--- src/rtl/bda_pkg.sv ---
package bda_pkg;
  typedef enum logic [1:0] {
    ST_IDLE   = 2'd0,
    ST_ACTIVE = 2'd1,
    ST_DTO    = 2'd2,
    ST_STO    = 2'd3
  } act_code_t;
endpackage

--- src/rtl/bda_fifo.sv ---
module bda_fifo #(
  parameter int W     = 11,
  parameter int DEPTH = 4
) (
  input  logic         clk,
  input  logic         rst,
  input  logic         push,
  input  logic [W-1:0] din,
  input  logic         pop,
  output logic [W-1:0] dout,
  output logic         empty,
  output logic         full
);
  localparam int PW = (DEPTH > 1) ? $clog2(DEPTH) : 1;

  logic [W-1:0]  mem [DEPTH];
  logic [PW-1:0] wptr, rptr;
  logic [PW:0]   cnt;

  assign empty = (cnt == '0);
  assign full  = (cnt == (PW+1)'(DEPTH));
  assign dout  = mem[rptr];

  always_ff @(posedge clk) begin
    if (push) mem[wptr] <= din;
  end

  always_ff @(posedge clk) begin
    if (rst) begin
      wptr <= '0;
      rptr <= '0;
      cnt  <= '0;
    end else begin
      if (push) wptr <= (wptr == PW'(DEPTH-1)) ? '0 : wptr + 1'b1;
      if (pop)  rptr <= (rptr == PW'(DEPTH-1)) ? '0 : rptr + 1'b1;
      if (push && !pop)      cnt <= cnt + 1'b1;
      else if (pop && !push) cnt <= cnt - 1'b1;
    end
  end
endmodule

--- src/rtl/bda_status.sv ---
module bda_status
  import bda_pkg::*;
#(
  parameter int AGW = 5
) (
  input  logic                    clk,
  input  logic                    rst,
  input  logic                    set_valid,
  input  logic [AGW-1:0]          set_agent,
  input  logic                    fin_valid,
  input  logic [AGW-1:0]          fin_agent,
  input  act_code_t               fin_code,
  output logic [2*(2**AGW)-1:0]   stat_word
);
  localparam int NAG = 2**AGW;

  for (genvar g = 0; g < NAG; g++) begin : g_fld
    act_code_t fld;
    always_ff @(posedge clk) begin
      if (rst)
        fld <= ST_IDLE;
      else if (fin_valid && fin_agent == AGW'(g))
        fld <= fin_code;
      else if (set_valid && set_agent == AGW'(g))
        fld <= ST_ACTIVE;
    end
    assign stat_word[2*g +: 2] = fld;
  end
endmodule

--- src/rtl/bda_seq.sv ---
module bda_seq
  import bda_pkg::*;
#(
  parameter int AGW        = 5,
  parameter int IDXW       = 6,
  parameter int AW         = 32,
  parameter int DW         = 512,
  parameter int DPS        = 8,
  parameter int DESC_BYTES = 64,
  parameter int CHAIN_BIT  = 490
) (
  input  logic            clk,
  input  logic            rst,
  input  logic [AW-1:0]   base,
  input  logic            q_empty,
  input  logic [AGW-1:0]  q_agent,
  input  logic [IDXW-1:0] q_index,
  output logic            q_pop,
  output logic            rd_req,
  output logic [AW-1:0]   rd_addr,
  input  logic            rsp_valid,
  input  logic [DW-1:0]   rsp_data,
  output logic            snd_valid,
  input  logic            snd_ready,
  output logic [DW-1:0]   snd_desc,
  input  logic            done,
  input  logic            dto,
  input  logic            sto,
  output logic            fin_valid,
  output logic [AGW-1:0]  fin_agent,
  output act_code_t       fin_code
);
  localparam int SET_SH = $clog2(DPS * DESC_BYTES);
  localparam int DCW    = (DPS > 1) ? $clog2(DPS) : 1;

  typedef enum logic [1:0] {S_IDLE, S_FETCH, S_SEND, S_WAIT} seq_t;

  seq_t           state;
  logic [DCW-1:0] dnum;
  logic [AGW-1:0] cur_agent;

  assign q_pop     = (state == S_IDLE) && !q_empty;
  assign fin_valid = (state == S_WAIT) && (done || dto || sto);
  assign fin_agent = cur_agent;
  assign fin_code  = sto ? ST_STO : (dto ? ST_DTO : ST_IDLE);

  always_ff @(posedge clk) begin
    if (rst) begin
      state     <= S_IDLE;
      dnum      <= '0;
      cur_agent <= '0;
      rd_req    <= 1'b0;
      rd_addr   <= '0;
      snd_valid <= 1'b0;
      snd_desc  <= '0;
    end else begin
      rd_req <= 1'b0;
      case (state)
        S_IDLE: if (q_pop) begin
          cur_agent <= q_agent;
          dnum      <= '0;
          rd_addr   <= base + (AW'(q_index) << SET_SH);
          rd_req    <= 1'b1;
          state     <= S_FETCH;
        end
        S_FETCH: if (rsp_valid) begin
          snd_desc  <= rsp_data;
          snd_valid <= 1'b1;
          state     <= S_SEND;
        end
        S_SEND: if (snd_ready) begin
          snd_valid <= 1'b0;
          if (snd_desc[CHAIN_BIT] && dnum != DCW'(DPS-1)) begin
            dnum    <= dnum + 1'b1;
            rd_addr <= rd_addr + AW'(DESC_BYTES);
            rd_req  <= 1'b1;
            state   <= S_FETCH;
          end else begin
            state <= S_WAIT;
          end
        end
        S_WAIT: if (fin_valid) state <= S_IDLE;
        default: state <= S_IDLE;
      endcase
    end
  end
endmodule

--- src/rtl/bcast_act_ctrl.sv ---
module bcast_act_ctrl
  import bda_pkg::*;
#(
  parameter int AGW        = 5,
  parameter int IDXW       = 6,
  parameter int AW         = 32,
  parameter int DW         = 512,
  parameter int DPS        = 8,
  parameter int DESC_BYTES = 64,
  parameter int FDEPTH     = 4,
  parameter int HDR_OFF    = 48,
  parameter int CHAIN_POS  = 106
) (
  input  logic                  clk,
  input  logic                  rst,
  input  logic                  base_wr,
  input  logic [AW-1:0]         base_data,
  input  logic                  act_wr,
  input  logic [AGW-1:0]        act_agent,
  input  logic [IDXW-1:0]       act_index,
  output logic                  err,
  output logic [2*(2**AGW)-1:0] stat_word,
  output logic                  rd_req,
  output logic [AW-1:0]         rd_addr,
  input  logic                  rsp_valid,
  input  logic [DW-1:0]         rsp_data,
  output logic                  snd_valid,
  input  logic                  snd_ready,
  output logic [DW-1:0]         snd_desc,
  input  logic                  done,
  input  logic                  dst_timeout,
  input  logic                  src_timeout
);
  localparam int SET_BYTES = DPS * DESC_BYTES;
  localparam int CHAIN_BIT = HDR_OFF * 8 + CHAIN_POS;
  localparam int QW        = AGW + IDXW;

  logic [AW-1:0]  base_q;
  logic           busy, accept;
  logic           q_empty, q_full, q_pop;
  logic [QW-1:0]  q_dout;
  logic           fin_valid;
  logic [AGW-1:0] fin_agent;
  act_code_t      fin_code;

  always_ff @(posedge clk) begin
    if (rst)          base_q <= '0;
    else if (base_wr) base_q <= base_data & ~AW'(SET_BYTES - 1);
  end

  assign busy   = (stat_word[{act_agent, 1'b0} +: 2] == ST_ACTIVE);
  assign accept = act_wr && !busy && !q_full;

  always_ff @(posedge clk) begin
    if (rst) err <= 1'b0;
    else     err <= act_wr && (busy || q_full);
  end

  bda_fifo #(.W(QW), .DEPTH(FDEPTH)) u_fifo (
    .clk(clk), .rst(rst),
    .push(accept), .din({act_agent, act_index}),
    .pop(q_pop), .dout(q_dout),
    .empty(q_empty), .full(q_full)
  );

  bda_seq #(
    .AGW(AGW), .IDXW(IDXW), .AW(AW), .DW(DW),
    .DPS(DPS), .DESC_BYTES(DESC_BYTES), .CHAIN_BIT(CHAIN_BIT)
  ) u_seq (
    .clk(clk), .rst(rst), .base(base_q),
    .q_empty(q_empty), .q_agent(q_dout[QW-1:IDXW]), .q_index(q_dout[IDXW-1:0]),
    .q_pop(q_pop),
    .rd_req(rd_req), .rd_addr(rd_addr),
    .rsp_valid(rsp_valid), .rsp_data(rsp_data),
    .snd_valid(snd_valid), .snd_ready(snd_ready), .snd_desc(snd_desc),
    .done(done), .dto(dst_timeout), .sto(src_timeout),
    .fin_valid(fin_valid), .fin_agent(fin_agent), .fin_code(fin_code)
  );

  bda_status #(.AGW(AGW)) u_stat (
    .clk(clk), .rst(rst),
    .set_valid(accept), .set_agent(act_agent),
    .fin_valid(fin_valid), .fin_agent(fin_agent), .fin_code(fin_code),
    .stat_word(stat_word)
  );
endmodule

--- config.mk ---
export PLATFORM = sky130hd
export DESIGN_NAME = bcast_act_ctrl
export DESIGN_NICKNAME = d
export VERILOG_FILES = /design/src/rtl/bda_pkg.sv /design/src/rtl/bda_fifo.sv /design/src/rtl/bda_status.sv /design/src/rtl/bda_seq.sv /design/src/rtl/bcast_act_ctrl.sv
export SDC_FILE = /design/constraint.sdc
export NUM_CORES = 1
export LEC_CHECK = 0
export ABC_AREA = 1
export CORE_AREA = 2 2 453 455
export DETAILED_ROUTE_END_ITERATION = 8
export DIE_AREA = 0 0 455 457
export DONT_BUFFER_PORTS = 1
export MAX_ROUTING_LAYER = met4
export PLACE_DENSITY_LB_ADDON = 0.1
export SYNTH_ARGS = -nofsm -noshare
export SYNTH_HDL_FRONTEND = slang
export SYNTH_SLANG_ARGS = --single-unit
--- constraint.sdc ---
create_clock -name clk -period 5.3 [get_ports clk]
set_clock_uncertainty 0.1 [all_clocks]
set_input_delay 0.795 -clock clk [delete_from_list [all_inputs] [get_ports clk]]
set_output_delay 0.795 -clock clk [all_outputs]
set_load 0.05 [all_outputs]
==> qor.log <==
qor: synth.ys_ff_latch 691
qor: pwr.power.sequential.fraction 47.4%
qor: die.horizontal_die_dimension 455 µm
qor: pwr.powerDensity 555 mW/mm²
qor: cells_and_area.final_cell_mix 796 x nand2_1, 647 x dfxtp_1, 641 x a21oi_1
qor: cells_and_area.post_route_cells_drive_above_1_share 5.60%
qor: place.gp_congestion 0.879
qor: die.starting_density 13.7%
qor: global_routing.first_global_vias 24700
qor: timing.final_setup_slack_of_the_worst_path 647 ps
qor: routing.vias_per_cell 4.02
qor: run.maxCapViolCount 0
qor: setup_path.r2r_setup_slack 1870 ps
qor: routing.first_pass_iters 5
qor: setup_path.cp-endpoint u_seq.fin_agent[2]
qor: pwr.cellLeakagePower 0.0112 µW
qor: global_routing.grt.total_usage 15.5%
qor: timing.min_period_over_period 87.8%
qor: cts.cts.clk_slew.worst_paths 50 ps
qor: timing.timing_worst_slew_pin_value 3940 ps
qor: synth.postSynthCellCount 3665
qor: min_path.hold_path.class input pin to flip-flop
qor: timing.maxSlewViolCount 649
qor: setup_path.critical_path.startpoint_type input pin
qor: die.fp.dieArea 0.208 mm²
qor: run_status.outcome finished with violations
qor: setup_path.peak_fanout_along_the_critical_path 549
qor: routing.route.final.wire_length 165000 µm
qor: place.quantity_of_i_o_buffers_inserted_on_ports 0
qor: synth.post_synthesis_cell_type_count 45
qor: global_routing.grt_max_degree 550
qor: cts.clock_insertion_delay_worst_skew 740 ps
qor: cts.cts.sinks 691
qor: synth.post_synth_instance_area 0.0278 mm²
qor: setup_path.cp_data_arrival_time 5190 ps
qor: pwr.p_comb_share 17.1%
qor: cts.tritoncts_buffer_count 93
qor: setup_path.end_kind flip-flop
qor: pwr.ir_drop 0.241 mV
qor: timing.clock.fmax 0.215 GHz
qor: pwr.netSwitchingPower 7890 µW
qor: timing.period_needed 4650 ps
qor: place.pre_cts_ws 1720 ps
qor: die.floorplan.rows 166
qor: cts.ctsHtreeMaxLevel 3
qor: routing.detail_route.wl_per_cell 26.1 µm
qor: cells_and_area.area_delta_synth_final 21.1%
qor: timing.totalNegativeSetupSlack 0 ps
qor: cells_and_area.mostFrequentLayoutCell nand2_1
qor: cts.cts_tree built
qor: place.dpl.hpwl 120000 µm
qor: die.core 0.203 mm²
qor: pwr.power_switching_share 42.2%
qor: cells_and_area.fin_nets 4094
qor: synth.synth_flop_cell dfxtp_1
qor: setup_path.reg2regPathDepth 16
qor: synth.ys.warnings.count 0
qor: setup_path.critical_path_required 5840 ps
qor: cts.cts.root.buffer_cell clkbuf_16
qor: routing.drc 0
qor: die.die_h 457 µm
qor: run_status.violations slew limit
qor: synth.synth-async-reset-ratio 0%
qor: pwr.clockPowerShare 35.5%
qor: synth.post_syn_area_per_cell 7.59 µm²
qor: cts.cts_setup_buffers 0
qor: routing.first_iter_violations 1669
qor: global_routing.gr-total-overflow 0
qor: global_routing.first_pass_grt_wire_length 220000 µm
qor: setup_path.critPathLaunch rst
qor: timing.max-slew-margin-rel -163%
qor: die.io_pins 1175
qor: setup_path.worst_r2r_endpoint u_seq.rd_addr[27]
qor: timing.grt_setup_unrepaired false
qor: cts.cts_max_path_buffers 3
qor: min_path.min_delay_path_depth 2
qor: cts.resize_count_post_cts 0
qor: synth.number_of_synthesized_flops_with_an_enable_pin 44
qor: timing.final-setup-viol-count 0
qor: global_routing.grt_antenna_before_repair 55
qor: setup_path.path_class input pin to flip-flop
qor: routing.num_vias 25300
qor: pwr.cellInternalPower 10800 µW
qor: timing.hold_ws 114 ps
qor: routing.detail-route-antenna-nets 0
qor: timing.finalHoldViolCount 0
qor: synth.synth.yosys.seq_area_share 51.3%
-- registers in the layout, indices dropped and copies added, names as in the netlist, named ones only --
name,cells
u_fifo.rptr,2
base_q,23
u_seq.fin_agent,5
u_seq.snd_valid,1
err,1
u_fifo.cnt,3
u_seq.snd_desc,512
u_fifo.wptr,2
u_fifo.mem,44
u_seq.state,2
u_seq.rd_req,1
u_stat.g_fld.fld,64
u_seq.dnum,3
u_seq.rd_addr,26
-- per-layer routing --
layer | vias to the layer above | wire length, µm | global-route usage (%)
met4 | 0 | 3990 | 4.07
met1 | 12200 | 66300 | 17.5
met3 | 175 | 14900 | 6.09
li1 | 12100 | - | -
met2 | 888 | 79600 | 25.5
met5 | - | 0 | -
-- power by group through the flow --
stage	logic [µW]	registers, µW	clock network [µW]
global route	3640	8940	7100
CTS	3310	8890	6920
floorplan	2310	8490	0
finish	3210	8860	6640
detailed placement	3280	8990	0
global placement	3270	9020	0
-- how the worst min path moves through the flow --
| stage | from | endpoint | slack (ps) |
|---|---|---|---|
| floorplan | u_seq.dnum[0] | u_seq.dnum[0] | 330 |
| global placement | u_seq.dnum[0] | u_seq.dnum[0] | 360 |
| detailed placement | u_seq.dnum[0] | u_seq.dnum[0] | 360 |
| finish | base_wr | base_q[10] | 110 |
| global route | base_data[9] | base_q[9] | 40 |
| CTS | rst | u_stat.g_fld[3].fld[1] | 7 |
-- synth_stat cells (20+ instances only) --
library cell	instances	area share, %
dfxtp_1	647	47
inv_1	182	2.5
nand4_1	43	0.97
o21ai_1	20	0.36
o21ai_0	108	1.9
nor3_1	55	0.99
nand2_1	797	11
a21oi_1	641	12
nand3_1	596	11
clkbuf_1	268	3.6
edfxtp_1	44	4.7
nor2_1	150	2.0
-- kinds of logic after synthesis --
logic type               share of synthesized area [%]
AO/OA/AOI/OAI                                     14.8
XOR/XNOR                                         0.157
adder cells (fa/ha/maj)                          0.818
buffers and inverters                             6.85
flip-flops                                        51.3
other                                           0.0135
AND/OR/NAND/NOR                                   26.0
-- layout make-up --
type	count	area, µm²
sequential	691	14300
timing repair buffer	43	435
clock inverter	28	327
clock buffer	141	2830
multi-input combinational	2497	11700
antenna	38	95.1
tap	2688	3360
inverter	187	702
fill	23000	170000
-- what timing repair did --
item	in CTS	in global routing
endpoints found under the hold margin	86	0
hold buffers	13	0
endpoints found under the setup margin	0	0
-- worst max-delay path, cell delays in order --
cell     delay [ps]
inv_2          1640
buf_4           520
o21ai_0         180
a31oi_1         180
-- through the flow --
| step | instance area [µm²] | cells | utilization, % | power, µW |
|---|---|---|---|---|
| finish | 33700 | 6313 | 16.6 | 18700 |
| global route | 33700 | 6310 | 16.6 | 19700 |
| CTS | 33600 | 6275 | 16.5 | 19100 |
| detailed placement | 30300 | 6093 | 14.9 | 12300 |
| global placement | 30300 | 6093 | 14.9 | 12300 |
| floorplan | 27800 | 3670 | - | 10800 |
Note: power is estimated with default switching activity, not from simulation.
